<file path="src/rtl/dtg_pkg.sv">
package dtg_pkg;

    typedef enum logic [2:0] {
        ST_IDLE     = 3'd0,
        ST_HS_ON    = 3'd1,
        ST_HS_OFF   = 3'd2,
        ST_WAIT_SW  = 3'd3,
        ST_LS_ON    = 3'd4,
        ST_LS_OFF   = 3'd5,
        ST_WAIT_LG  = 3'd6,
        ST_DISABLED = 3'd7
    } seq_state_e;

    // index of each comparator flag inside the synchronized vector
    localparam int unsigned FLG_LG  = 0;
    localparam int unsigned FLG_SW  = 1;
    localparam int unsigned FLG_HG  = 2;
    localparam int unsigned FLG_NUM = 3;

    function automatic int unsigned at_least_one(input int unsigned v);
        return (v == 0) ? 1 : v;
    endfunction

endpackage

</file>
<file path="src/rtl/dtg_flag_sync.sv">
module dtg_flag_sync #(
    parameter int unsigned N       = 3,
    parameter int unsigned STAGES  = 2,
    parameter logic [N-1:0] RST_VAL = '1
) (
    input  logic         clk,
    input  logic         rst_n,
    input  logic [N-1:0] async_i,
    output logic [N-1:0] sync_o
);

    logic [N-1:0] chain_q [STAGES];

    // first stage samples the asynchronous comparator outputs
    always_ff @(posedge clk or negedge rst_n) begin
        if (!rst_n) begin
            chain_q[0] <= RST_VAL;
        end else begin
            chain_q[0] <= async_i;
        end
    end

    // remaining stages resolve metastability
    for (genvar g = 1; g < STAGES; g++) begin : g_stage
        always_ff @(posedge clk or negedge rst_n) begin
            if (!rst_n) begin
                chain_q[g] <= RST_VAL;
            end else begin
                chain_q[g] <= chain_q[g-1];
            end
        end
    end

    assign sync_o = chain_q[STAGES-1];

endmodule

</file>
<file path="src/rtl/dtg_dwell.sv">
module dtg_dwell #(
    parameter int unsigned W = 4
) (
    input  logic         clk,
    input  logic         rst_n,
    input  logic         clr_i,
    input  logic         run_i,
    input  logic [W-1:0] limit_i,
    output logic         hit_o
);

    logic [W-1:0] cnt_q;

    // counts consecutive cycles with run_i high; clr_i restarts it
    always_ff @(posedge clk or negedge rst_n) begin
        if (!rst_n) begin
            cnt_q <= '0;
        end else if (clr_i) begin
            cnt_q <= '0;
        end else if (run_i && (cnt_q != '1)) begin
            cnt_q <= cnt_q + 1'b1;
        end
    end

    // the limit-th qualifying cycle completes the dwell
    assign hit_o = run_i && (cnt_q == (limit_i - 1'b1));

endmodule

</file>
<file path="src/rtl/dtg_fsm.sv">
module dtg_fsm
    import dtg_pkg::*;
#(
    parameter int unsigned W          = 4,
    parameter int unsigned LS_OFF_DLY = 2,
    parameter int unsigned HS_ON_DLY  = 5,
    parameter int unsigned HS_OFF_DLY = 6,
    parameter int unsigned LS_ON_DLY  = 3,
    parameter int unsigned LS_SEC_DLY = 8
) (
    input  logic         clk,
    input  logic         rst_n,
    input  logic         pwm_i,
    input  logic         run_i,
    input  logic         lg_s_i,
    input  logic         sw_s_i,
    input  logic         hg_s_i,
    input  logic         main_hit_i,
    input  logic         sec_hit_i,
    output logic         main_run_o,
    output logic         main_clr_o,
    output logic [W-1:0] main_limit_o,
    output logic         sec_run_o,
    output logic         sec_clr_o,
    output logic [W-1:0] sec_limit_o,
    output logic         hs_en_o,
    output logic         ls_en_o,
    output logic [2:0]   state_o
);

    seq_state_e st_q;
    seq_state_e st_nx;

    // state register
    always_ff @(posedge clk or negedge rst_n) begin
        if (!rst_n) begin
            st_q <= ST_IDLE;
        end else begin
            st_q <= st_nx;
        end
    end

    // next state
    always_comb begin
        st_nx = st_q;
        if (!run_i) begin
            st_nx = ST_DISABLED;
        end else begin
            unique case (st_q)
                ST_DISABLED: st_nx = ST_IDLE;
                ST_IDLE:     st_nx = pwm_i ? ST_WAIT_LG : ST_WAIT_SW;
                ST_LS_ON:    if (pwm_i) st_nx = ST_LS_OFF;
                ST_LS_OFF: begin
                    if (!pwm_i)          st_nx = ST_LS_ON;
                    else if (main_hit_i) st_nx = ST_WAIT_LG;
                end
                ST_WAIT_LG: begin
                    if (!pwm_i)          st_nx = ST_WAIT_SW;
                    else if (main_hit_i) st_nx = ST_HS_ON;
                end
                ST_HS_ON:    if (!pwm_i) st_nx = ST_HS_OFF;
                ST_HS_OFF: begin
                    if (pwm_i)           st_nx = ST_HS_ON;
                    else if (main_hit_i) st_nx = ST_WAIT_SW;
                end
                ST_WAIT_SW: begin
                    if (pwm_i)                          st_nx = ST_WAIT_LG;
                    else if (main_hit_i || sec_hit_i)   st_nx = ST_LS_ON;
                end
                default: st_nx = ST_DISABLED;
            endcase
        end
    end

    // outputs: enables, timer control, status
    always_comb begin
        hs_en_o      = 1'b0;
        ls_en_o      = 1'b0;
        main_run_o   = 1'b0;
        main_limit_o = W'(1);
        sec_run_o    = 1'b0;
        sec_limit_o  = W'(LS_SEC_DLY);
        unique case (st_q)
            ST_HS_ON:  hs_en_o = run_i;
            ST_HS_OFF: begin
                hs_en_o      = run_i;
                main_run_o   = 1'b1;
                main_limit_o = W'(HS_OFF_DLY);
            end
            ST_LS_ON:  ls_en_o = run_i;
            ST_LS_OFF: begin
                ls_en_o      = run_i;
                main_run_o   = 1'b1;
                main_limit_o = W'(LS_OFF_DLY);
            end
            ST_WAIT_LG: begin
                main_run_o   = !lg_s_i;
                main_limit_o = W'(HS_ON_DLY);
            end
            ST_WAIT_SW: begin
                main_run_o   = !sw_s_i;
                main_limit_o = W'(LS_ON_DLY);
                sec_run_o    = !hg_s_i;
            end
            default: ;
        endcase
        main_clr_o = (st_nx != st_q) || !main_run_o;
        sec_clr_o  = (st_nx != st_q) || !sec_run_o;
        state_o    = st_q;
    end

    AST_GATES_EXCLUSIVE: assert property (@(posedge clk) disable iff (!rst_n)
        !(hs_en_o && ls_en_o));

    AST_HS_AFTER_LG_LOW: assert property (@(posedge clk) disable iff (!rst_n)
        $rose(hs_en_o) |-> ($past(!lg_s_i) && $past(pwm_i)));

    AST_LS_AFTER_DISCHARGE: assert property (@(posedge clk) disable iff (!rst_n)
        $rose(ls_en_o) |-> ($past(!sw_s_i || !hg_s_i) && $past(!pwm_i)));

    AST_RUN_LOW_DISABLES: assert property (@(posedge clk) disable iff (!rst_n)
        !run_i |=> (state_o == 3'd7));

endmodule

</file>
<file path="src/rtl/deadtime_gate_seq.sv">
module deadtime_gate_seq
    import dtg_pkg::*;
#(
    parameter int unsigned LS_OFF_DLY = 2,
    parameter int unsigned HS_ON_DLY  = 5,
    parameter int unsigned HS_OFF_DLY = 6,
    parameter int unsigned LS_ON_DLY  = 3,
    parameter int unsigned LS_SEC_DLY = 8,
    parameter int unsigned SYNC_STAGES = 2
) (
    input  logic       clk,
    input  logic       rst_n,
    input  logic       pwm_i,
    input  logic       run_i,
    input  logic       lsg_hi_i,
    input  logic       sw_hi_i,
    input  logic       hsg_hi_i,
    output logic       hs_en_o,
    output logic       ls_en_o,
    output logic [2:0] state_o
);

    localparam int unsigned D_LS_OFF = at_least_one(LS_OFF_DLY);
    localparam int unsigned D_HS_ON  = at_least_one(HS_ON_DLY);
    localparam int unsigned D_HS_OFF = at_least_one(HS_OFF_DLY);
    localparam int unsigned D_LS_ON  = at_least_one(LS_ON_DLY);
    // secondary dwell is kept strictly longer than the primary one
    localparam int unsigned D_LS_SEC = (LS_SEC_DLY > D_LS_ON) ? LS_SEC_DLY : D_LS_ON + 1;
    localparam int unsigned M1 = (D_LS_OFF > D_HS_ON) ? D_LS_OFF : D_HS_ON;
    localparam int unsigned M2 = (D_HS_OFF > D_LS_SEC) ? D_HS_OFF : D_LS_SEC;
    localparam int unsigned MAX_DLY = (M1 > M2) ? M1 : M2;
    localparam int unsigned CW = $clog2(MAX_DLY + 1);

    logic [FLG_NUM-1:0] flg_raw;
    logic [FLG_NUM-1:0] flg_s;
    logic               main_run, main_clr, main_hit;
    logic               sec_run, sec_clr, sec_hit;
    logic [CW-1:0]      main_limit, sec_limit;

    assign flg_raw[FLG_LG] = lsg_hi_i;
    assign flg_raw[FLG_SW] = sw_hi_i;
    assign flg_raw[FLG_HG] = hsg_hi_i;

    dtg_flag_sync #(
        .N      (FLG_NUM),
        .STAGES (SYNC_STAGES),
        .RST_VAL('1)
    ) u_sync (
        .clk    (clk),
        .rst_n  (rst_n),
        .async_i(flg_raw),
        .sync_o (flg_s)
    );

    dtg_dwell #(.W(CW)) u_main_dwell (
        .clk    (clk),
        .rst_n  (rst_n),
        .clr_i  (main_clr),
        .run_i  (main_run),
        .limit_i(main_limit),
        .hit_o  (main_hit)
    );

    dtg_dwell #(.W(CW)) u_sec_dwell (
        .clk    (clk),
        .rst_n  (rst_n),
        .clr_i  (sec_clr),
        .run_i  (sec_run),
        .limit_i(sec_limit),
        .hit_o  (sec_hit)
    );

    dtg_fsm #(
        .W         (CW),
        .LS_OFF_DLY(D_LS_OFF),
        .HS_ON_DLY (D_HS_ON),
        .HS_OFF_DLY(D_HS_OFF),
        .LS_ON_DLY (D_LS_ON),
        .LS_SEC_DLY(D_LS_SEC)
    ) u_fsm (
        .clk         (clk),
        .rst_n       (rst_n),
        .pwm_i       (pwm_i),
        .run_i       (run_i),
        .lg_s_i      (flg_s[FLG_LG]),
        .sw_s_i      (flg_s[FLG_SW]),
        .hg_s_i      (flg_s[FLG_HG]),
        .main_hit_i  (main_hit),
        .sec_hit_i   (sec_hit),
        .main_run_o  (main_run),
        .main_clr_o  (main_clr),
        .main_limit_o(main_limit),
        .sec_run_o   (sec_run),
        .sec_clr_o   (sec_clr),
        .sec_limit_o (sec_limit),
        .hs_en_o     (hs_en_o),
        .ls_en_o     (ls_en_o),
        .state_o     (state_o)
    );

endmodule

</file>
<file path="config.mk">
export PLATFORM = sky130hd
export DESIGN_NAME = deadtime_gate_seq
export DESIGN_NICKNAME = d
export VERILOG_FILES = /design/src/rtl/dtg_pkg.sv /design/src/rtl/dtg_flag_sync.sv /design/src/rtl/dtg_dwell.sv /design/src/rtl/dtg_fsm.sv /design/src/rtl/deadtime_gate_seq.sv
export SDC_FILE = /design/constraint.sdc
export NUM_CORES = 1
export LEC_CHECK = 0
export ABC_AREA = 0
export BUFFER_PORTS_ARGS = -buffer_cell sky130_fd_sc_hd__buf_2
export CAP_MARGIN = 0
export CORE_MARGIN = 3
export CORE_UTILIZATION = 50
export CTS_CLUSTER_SIZE = 28
export DETAILED_ROUTE_END_ITERATION = 16
export PLACE_DENSITY = 0.69
export SYNTH_ARGS = -nofsm -noshare
export SYNTH_HDL_FRONTEND = slang
export SYNTH_HIERARCHICAL = 1
export SYNTH_SLANG_ARGS = --single-unit
</file>
<file path="constraint.sdc">
create_clock -name clk -period 4.25 [get_ports clk]
set_input_delay 0.2125 -clock clk [delete_from_list [all_inputs] [get_ports clk]]
set_output_delay 0.2125 -clock clk [all_outputs]
set_load 0.02 [all_outputs]
</file>
# ---- After elaboration in Yosys (flattened, before gate mapping)
# Cells that the tools add are included.
dict set report totals {
  input_bits 7
  ff_bits 17
  out_inout_bits 5
  wordCells 60
}
dict set report classes {
  n_eq_ne 12
  muxes 22
  addsub 3
  n_reduce_logical 18
}
# op count
set op_table {}
lappend op_table {{$mux W3} 12}
lappend op_table {{$pmux W3 S8} 1}
lappend op_table {{$mux W4} 4}
lappend op_table {{$eq A3 B3 Y1 const B} 4}
lappend op_table {{$pmux W3 S4} 1}
lappend op_table {{$add A4 B1 Y4 const B} 2}
lappend op_table {{$ne A4 B4 Y1 const B} 2}
lappend op_table {{$eq A3 B2 Y1 const B} 2}
lappend op_table {{$reduce_or A2 Y1} 3}
lappend op_table {{$logic_not A1 Y1} 5}
lappend op_table {{$eq A4 B3 Y1 const B} 1}
lappend op_table {{$eq A4 B4 Y1} 1}
lappend op_table {{$logic_and A1 B1 Y1} 4}
lappend op_table {{$reduce_bool A2 Y1} 2}
lappend op_table {{$sub A4 B1 Y4 const B} 1}
lappend op_table {{$eq A3 B1 Y1 const B} 1}
lappend op_table {{$logic_not A3 Y1} 1}
lappend op_table {{$logic_or A1 B1 Y1} 3}
lappend op_table {{$mux W1} 3}
lappend op_table {{$ne A3 B3 Y1} 1}
lappend op_table {{$pmux W1 S3} 1}

# ---- Longest topological paths before layout
# Gate-level depths: netlist (run 1).
dict set report logic_depth {
  ltp_word 13
  depth_mapped 16
  depth_no_buf 15
}

# ---- By module
# Netlist (run 1), hierarchy kept.
# module area_per_inst_um2 seq_area_each_um2 n_inst cells_each
set modules_own_cells {}
lappend modules_own_cells {dtg_dwell 307.8 100.1 2 33}
lappend modules_own_cells {dtg_fsm 461.7 75.1 1 62}
lappend modules_own_cells {dtg_flag_sync 180.2 157.7 1 9}

# ---- Worst setup path after synthesis (run 1)
# OpenSTA, ideal clock, no wires.
dict set report synth_path {
  path_type {flip-flop to flip-flop}
  from {register u_fsm.st_q[1], in the netlist u_fsm/state_o[1]}
  to {register u_main_dwell.cnt_q[3]}
  setup_time_ns 0.078
  stages_incl_launch_ff 17
  required_time_ns 4.172
  path_buffers 1
  period_less_slack_ns 3.494
  path_slack_ns 0.756
  arrival_ns 3.416
  cell_sequence {dfrtp_1 buf_4 nand2b_1 or2_2 a21boi_0 inv_1 ha_1 xor2_1 o211ai_1 a2111oi_2 or2b_1 a22oi_2 a21oi_2 mux2i_1 o2111ai_1 nor4_1 o21bai_1}
}
dict set report synth_via {
  elab_chain_len 13
  elab_cells_between_ends 35
  cone_classes {1 x add/sub; 9 x eq/ne; 16 x mux; 9 x reduce/logical}
}
# item line
set synth_rtl {}
lappend synth_rtl {{start, declared} dtg_fsm.sv:31} ;# seq_state_e st_q;
lappend synth_rtl {{start signal, assigned} dtg_fsm.sv:39} ;# st_q <= st_nx;
lappend synth_rtl {{$eq A3 B2 Y1 or $eq A3 B3 Y1 (tied branches)} dtg_fsm.sv:83} ;# unique case (st_q)
lappend synth_rtl {{$pmux W3 S4 (*)} dtg_fsm.sv:83}
lappend synth_rtl {{named net main_limit[0]} deadtime_gate_seq.sv:38} ;# logic [CW-1:0] main_limit, sec_limit;
lappend synth_rtl {{$sub A4 B1 Y4 (*)} dtg_dwell.sv:26} ;# assign hit_o = run_i && (cnt_q == (limit_i - 1'b1));
lappend synth_rtl {{$eq A4 B4 Y1 (*)} dtg_dwell.sv:26}
lappend synth_rtl {{$logic_and A1 B1 Y1 (*)} dtg_dwell.sv:26}
lappend synth_rtl {{named net main_hit} deadtime_gate_seq.sv:36} ;# logic main_run, main_clr, main_hit;
lappend synth_rtl {{$logic_or A1 B1 Y1} dtg_fsm.sv:68} ;# else if (main_hit_i || sec_hit_i) st_nx = ST_LS_ON;
lappend synth_rtl {{$mux W3} dtg_fsm.sv:68}
lappend synth_rtl {{$mux W3} dtg_fsm.sv:67} ;# if (pwm_i) st_nx = ST_WAIT_LG;
lappend synth_rtl {{$pmux W3 S8 (*)} dtg_fsm.sv:49} ;# unique case (st_q)
lappend synth_rtl {{$mux W3 (*)} dtg_fsm.sv:46} ;# if (!run_i) begin
lappend synth_rtl {{$ne A3 B3 Y1 (*)} dtg_fsm.sv:107} ;# main_clr_o = (st_nx != st_q) || !main_run_o;
lappend synth_rtl {{$logic_or A1 B1 Y1 (*)} dtg_fsm.sv:107}
lappend synth_rtl {{named net main_clr} deadtime_gate_seq.sv:36}
lappend synth_rtl {{$mux W4 or $reduce_bool A2 Y1 (tied branches)} -}
lappend synth_rtl {{end signal, assigned} dtg_dwell.sv:21} ;# cnt_q <= cnt_q + 1'b1;
lappend synth_rtl {{end, declared} dtg_dwell.sv:12} ;# logic [W-1:0] cnt_q;
# The timed path passes the listed nets; every way through them passes the cells marked *.
# A chain may end at the register's enable or synchronous reset.

# ---- Worst setup path in the final report (run 1)
dict set report layout_path {
  from {register u_fsm.st_q[0], in the netlist u_fsm/state_o[0]}
  to {register u_main_dwell.cnt_q[3]}
}
# The elaborated chain is that of the path after synthesis.

==> results.sh, run 1 <==
export IMPL_status="finished clean"
export IMPL_wl_met1_mm=1.15
export IMPL_wl_met3_um=102
export IMPL_io_buffer_count=11
export IMPL_crit_path_max_incr_delay_ns=0.41
export IMPL_cts_max_level=1
export IMPL_die_h_um=56.2
export IMPL_period_minus_slack_ns=3.70
export IMPL_top_layer="met4"
export IMPL_cts_sinks=17
export IMPL_cts_resized=0
export IMPL_cts_path_max_buffers=2
export IMPL_cpMaxStageDelayCell="a2111oi_2"
export IMPL_start_util_pct=54.7
export IMPL_vias=974
export IMPL_core_area_um2=2300
export IMPL_ys_seq_area_share_pct=34.4
export IMPL_ys_types=42
export IMPL_finalPower_mw=0.500
export IMPL_leakage_nw=0.538
export IMPL_yosys_top_cells_area="dfrtp_1, dfstp_2, xnor2_1, buf_4, ha_1"
export IMPL_gp_congestion=0.926
export IMPL_crit_arrival_ns=3.91
export IMPL_place_area_um2=1290
export IMPL_grt_antenna_before_repair=0
export IMPL_worst_endpoint_required_ns=4.46
export IMPL_final_util_pct=57.7
export IMPL_tritoncts="done"
export IMPL_synthesis_area_um2=1260
export IMPL_firstDrtPassIters=4
export IMPL_cpMostUsedCell="inv_1"
export IMPL_layout_setup_ws_ns=0.552
export IMPL_ys_ff_latch=17
export IMPL_drv_cap=0
export IMPL_tightest_slew_ns=0.507
export IMPL_final_nets=159
export IMPL_grt_start_max_net_pins=18
export IMPL_cts_setup_buffers=0
export IMPL_worstPathCellList="inv_1 > or2_2 > a21boi_0 > inv_1 > ha_1 > xor2_1 > o211ai_1 > a2111oi_2 > nor2_1 > o31ai_1 > a21oi_2 > mux2i_1 > o2111ai_1 > nor4_1 > o21bai_1"
export IMPL_hp_class="in -> reg"
export IMPL_fmax_mhz=270
export IMPL_drc=0
export IMPL_vdd_drop_max_uv=247
export IMPL_drt_vias_per_instance=5.57
export IMPL_drive_gt1_share_pct=22.4
export IMPL_grt_usage_pct=14.7
export IMPL_cp_startpoint="u_fsm/state_o[0]"
export IMPL_synth_top_area_cell="dfrtp_1"
export IMPL_ys_warn_count=6
export IMPL_finalInstanceArea_um2=1330
export IMPL_hp_start="sw_hi_i"
export IMPL_gr_total_overflow=0
export IMPL_final_hold_viol_count=0
export IMPL_ant_nets=0
export IMPL_slew_viol_final=0
export IMPL_post_dp_hpwl_mm=1.76
export IMPL_synth_avg_cell_area_um2=9.18
export IMPL_cts_clk_slew_worst_paths_ns=0.10
export IMPL_ys_async_sr_fraction_pct=100
export IMPL_drt_initial_drc_count=31
export IMPL_pre_cts_slack_ns=0.506
export IMPL_cts_root_buffer="clkbuf_4"
export IMPL_diodes=0
export IMPL_post_route_period_util_pct=87.0
export IMPL_critical_path_class="reg -> reg"
export IMPL_slew_headroom_pct=66.1
export IMPL_synthFlopType="dfrtp_1"
export IMPL_drt_wl_total_mm=2.23
export IMPL_pin_count=12
export IMPL_grt_pass1_vias=873
export IMPL_regArea_um2=433
export IMPL_die_width_um=56.2
export IMPL_die_area_um2=3150
export IMPL_rsz0062_at_grt="false"
export IMPL_netlist_area_leader_share_pct=21.9
export IMPL_hold_buffers=1
export IMPL_final_setup_viol_count=0
export IMPL_reg2reg_from="u_fsm/state_o[0]"
export IMPL_num_fill_cells=218
export IMPL_routedWlPerCell_um=12.7
export IMPL_area_growth_pct=5.47
export IMPL_routed_wl_met2_um=968
export IMPL_cts_made_buffers=3
export IMPL_power_density_nw_per_um2=377
export IMPL_multi_input_area_um2=707
export IMPL_critPathMaxFanout=6
export IMPL_cp_end_kind="register"
export IMPL_synthCells=137
export IMPL_synth_edf_count=0
export IMPL_cp_start_kind="register"
export IMPL_grt_pass1_wl_mm=3.78
export IMPL_setup_tns_final_ns=0
export IMPL_fin_skew_ns=0.00953
export IMPL_rows=17
export IMPL_clock_latency_ns=0.28
==> power by group <==
part	leakage (nW)	switching (mW)	internal, mW
logic	0.316	0.139	0.0934
registers	0.207	0.00916	0.175
clock network	0.0150	0.0465	0.0364
==> routing by layer <==
| layer | up-vias | track usage (%) |
|---|---|---|
| li1 | 496 | - |
| met1 | 457 | 20.6 |
| met2 | 19 | 22.7 |
| met3 | 2 | 2.32 |
| met4 | 0 | 5.42 |
| met5 | - | 0 |
==> critical path, delay by kind of cell, from the launching register on <==
kind                     cells  cell delay (ns)
adder cells (fa/ha/maj)      1             0.31
XOR/XNOR                     1             0.15
flip-flops                   1             0.39
AND/OR/NAND/NOR              3             0.64
AO/OA/AOI/OAI                7             1.69
buffers and inverters        2             0.24
multiplexers                 1             0.21
==> final cells by class <==
type                            instances  share of cell area (%)
Sequential cell                        17                    32.6
Tap cell                               28                    2.64
Timing Repair Buffer                   15                    6.60
Multi-Input combinational cell        101                    53.3
Inverter                               10                    2.83
Clock buffer                            4                    1.98
==> cell usage in the layout, fill, tap and decap left out, types with 2 or more instances in the layout <==
master,count
dfrtp_1,11
nand2b_1,4
mux2i_1,2
dfstp_2,6
nand3_1,3
o211ai_1,4
conb_1,5
o31ai_1,3
xor2_1,2
xnor2_1,10
inv_1,10
or3_1,4
nor2b_1,2
buf_2,11
nand3b_1,3
or2b_1,3
a21oi_1,9
nand2_1,6
nor3_2,2
and3_2,2
ha_1,4
nor2_1,3
o21bai_1,2
a2111oi_2,2
nor4_1,2
o21ai_0,6
buf_4,3
clkbuf_4,3
nor3_1,5
==> synthesized netlist by cell type (3+ instances only) <==
| library cell | count |
|---|---|
| dfrtp_1 | 11 |
| buf_4 | 10 |
| inv_1 | 10 |
| xnor2_1 | 10 |
| a21oi_1 | 9 |
| dfstp_2 | 6 |
| nand2_1 | 6 |
| o21ai_0 | 6 |
| nor3_1 | 5 |
| ha_1 | 4 |
| nand2b_1 | 4 |
| o211ai_1 | 4 |
| or3_1 | 4 |
| nand3_1 | 3 |
| nand3b_1 | 3 |
| nor2_1 | 3 |
| o31ai_1 | 3 |
| or2b_1 | 3 |
==> stage by stage <==
step / hold slack [ns] / std cells
floorplan: -0.0831 / 140
global placement: 0.144 / 170
detailed placement: 0.142 / 170
CTS: 0.00873 / 175
global route: 0.00406 / 175
finish: 0.0156 / 175
==> kinds of logic after synthesis <==
family	after synthesis	synth area share, %
DFF	17	34.4
muxes	2	1.59
AOI/OAI and AO/OA	36	20.8
adders and majority gates	4	3.98
and+or+nand+nor	42	20.0
xor gates and xnor gates	12	8.36
buffers and inverters	22	10.2
other	2	0.597
==> final timing paths <==
check	end	slack [ns]	cells past startpoint
max	u_main_dwell/cnt_q[3]	0.55	15
min	u_sync/chain_q[4]	0.02	1
max reg2reg	u_main_dwell/cnt_q[3]	0.55	15
min reg2reg	u_sync/sync_o[0]	0.36	0
max in group asynchronous	u_sync/sync_o[1]	3.58	2
min in group asynchronous	u_sec_dwell/cnt_q[3]	0.35	2
==> flip-flops by register name, summed over array words and instances, names as in the netlist <==
| register | cells |
|---|---|
| u_sync/chain_q | 3 |
| u_fsm/state_o | 3 |
| u_sec_dwell/cnt_q | 4 |
| u_sync/sync_o | 3 |
| u_main_dwell/cnt_q | 4 |
Note: power is estimated with default switching activity, not from simulation.
==> inputs of run 2 (changes only) <==
==> constraint.sdc (replaced) <==
create_clock -name clk -period 3.55 [get_ports clk]
set_input_delay 0.1775 -clock clk [delete_from_list [all_inputs] [get_ports clk]]
set_output_delay 0.1775 -clock clk [all_outputs]
set_load 0.02 [all_outputs]
==> results.sh, run 2 (synthesis gave the netlist of run 1 again) <==
export IMPL_die_h_um=56.2
export IMPL_grt_start_max_net_pins=18
export IMPL_hp_start="run_i"
export IMPL_area_growth_pct=16.4
export IMPL_diodes=0
export IMPL_tritoncts="done"
export IMPL_vdd_drop_max_uv=330
export IMPL_leakage_nw=0.604
export IMPL_firstDrtPassIters=5
export IMPL_cts_root_buffer="clkbuf_4"
export IMPL_hold_path_depth=2
export IMPL_cts_clk_slew_worst_paths_ns=0.12
export IMPL_period_minus_slack_ns=3.41
export IMPL_layout_common_cells="buf_2, dfrtp_1, buf_4, inv_1, xnor2_1"
export IMPL_die_area_um2=3150
export IMPL_num_fill_cells=201
export IMPL_slew_viol_final=0
export IMPL_cts_path_max_buffers=2
export IMPL_finalPower_mw=0.684
export IMPL_critical_path_class="reg -> reg"
export IMPL_power_combinational_fraction_pct=51.4
export IMPL_r2r_slack_ns=0.14
export IMPL_cts_sinks=17
export IMPL_cp_start_kind="register"
export IMPL_pwr_share_clk_pct=16.5
export IMPL_switching_share_pct=41.0
export IMPL_cts_max_level=1
export IMPL_drt_initial_drc_count=25
export IMPL_post_route_period_util_pct=96.1
export IMPL_dp_cells=173
export IMPL_hp_class="in -> reg"
export IMPL_worst_endpoint_required_ns=3.79
export IMPL_gr_total_overflow=0
export IMPL_cpMaxStageDelayCell="dfrtp_1"
export IMPL_r2r_end="u_sec_dwell/cnt_q[3]"
export IMPL_drv_cap=0
export IMPL_grt_pass1_vias=1014
export IMPL_grt_usage_pct=17.3
export IMPL_pin_count=12
export IMPL_final_hold_viol_count=0
export IMPL_routedWlPerCell_um=14.4
export IMPL_reg2reg_from="u_fsm/state_o[2]"
export IMPL_fin_cells=185
export IMPL_p_int_mw=0.404
export IMPL_gp_congestion=0.814
export IMPL_final_nets=169
export IMPL_fmax_mhz=293
export IMPL_cts_made_buffers=3
export IMPL_grt_pass1_wl_mm=4.37
export IMPL_ant_nets=0
export IMPL_worstPathCellList="buf_4 > nand2b_1 > nand2_2 > inv_1 > ha_1 > xor2_1 > o211ai_1 > a2111oi_4 > or2b_1 > a22oi_2 > a21oi_2 > mux2i_2 > o211ai_1 > nor4_1 > o21bai_1"
export IMPL_reg2reg_depth=15
export IMPL_fin_skew_ns=0.0108
export IMPL_power_density_nw_per_um2=467
export IMPL_drc=0
export IMPL_io_buffer_count=11
export IMPL_core_area_um2=2300
export IMPL_final_setup_viol_count=0
export IMPL_cpMostUsedCell="o211ai_1"
export IMPL_drt_wl_total_mm=2.67
export IMPL_cp_end_kind="register"
export IMPL_rows=17
export IMPL_start_util_pct=54.7
export IMPL_grt_antenna_before_repair=0
export IMPL_critPathMaxFanout=12
export IMPL_crit_path_max_incr_delay_ns=0.42
export IMPL_die_width_um=56.2
export IMPL_reg_top3="u_main_dwell/cnt_q: 4 flops, u_sec_dwell/cnt_q: 4 flops"
export IMPL_post_dp_hpwl_mm=1.84
export IMPL_seq_power_share_pct=32.1
export IMPL_status="finished clean"
export IMPL_crit_arrival_ns=3.65
export IMPL_min_to="u_fsm/state_o[0]"
export IMPL_power_switching_mw=0.280
export IMPL_drive_gt1_share_pct=30.6
export IMPL_vias=1023
export IMPL_clock_latency_ns=0.31
export IMPL_drt_vias_per_instance=5.53
==> run 2: how the worst max path moves through the flow <==
stage / from / end / slack, ns / cells past startpoint
global placement: u_fsm/state_o[1] / u_sec_dwell/cnt_q[3] / 0.06 / 15
global route: u_fsm/state_o[2] / u_main_dwell/cnt_q[3] / -0.09 / 15
finish: u_fsm/state_o[2] / u_sec_dwell/cnt_q[3] / 0.14 / 15
detailed placement: u_fsm/state_o[1] / u_sec_dwell/cnt_q[3] / -0.09 / 15
CTS: u_fsm/state_o[1] / u_main_dwell/cnt_q[3] / 0.01 / 15
floorplan: u_fsm/state_o[1] / u_main_dwell/cnt_q[3] / 0.06 / 16
==> run 2: power by group through the flow <==
| stage | clock network (mW) | registers [mW] | logic, mW |
|---|---|---|---|
| global route | 0.125 | 0.221 | 0.385 |
| CTS | 0.114 | 0.218 | 0.311 |
| finish | 0.113 | 0.219 | 0.352 |
| floorplan | 0 | 0.235 | 0.215 |
| detailed placement | 0 | 0.222 | 0.291 |
| global placement | 0 | 0.221 | 0.284 |
==> run 2: final cells by class <==
class / instances / area (um2) / area share (%)
multi-input combinational: 101 / 758 / 51.8
tap: 28 / 35.0 / 2.39
timing repair buffer: 25 / 170 / 11.6
clock buffer: 3 / 22.5 / 1.54
sequential: 17 / 433 / 29.6
inverter: 10 / 37.5 / 2.56
clock inverter: 1 / 7.51 / 0.513
==> run 2: routing by layer <==
metal  wire (um)  global-route usage, %  vias up
li1            -                      -      514
met1        1240                   20.6      478
met2        1260                   29.4       24
met3         102                   4.64        7
met4          62                   7.12        0
met5           0                      0        -
==> run 2: timing repair <==
action | 4_1_cts | 5_1_grt
hold buffers | 4 | 0
hold endpoints to repair | 14 | 0
gates resized for setup | 3 | 8
pin swaps | 2 | 6
endpoints found under the setup margin | 5 | 7
buffers inserted | 1 | 3
==> run 2: worst max-delay path, delay by kind of cell, from the launching register on <==
kind / cells / cell delay, ns
buf+inv: 2 / 0.24
flops: 1 / 0.42
mux: 1 / 0.30
simple gates: 4 / 0.84
compound gates: 6 / 1.11
xor+xnor: 1 / 0.16
fa+ha+maj: 1 / 0.27
==> run 2: metrics by stage <==
stage	setup TNS, ns	hold slack [ns]	instance area [um2]	utilization [%]	worst slack [ns]
global placement	0	0.109	1310	57.1	0.0597
CTS	0	0.108	1410	61.2	0.0124
floorplan	0	-0.118	1270	-	0.0563
global route	-0.160	0.101	1460	63.7	-0.0909
finish	0	0.105	1460	63.7	0.137
detailed placement	-0.163	0.118	1310	57.1	-0.0944
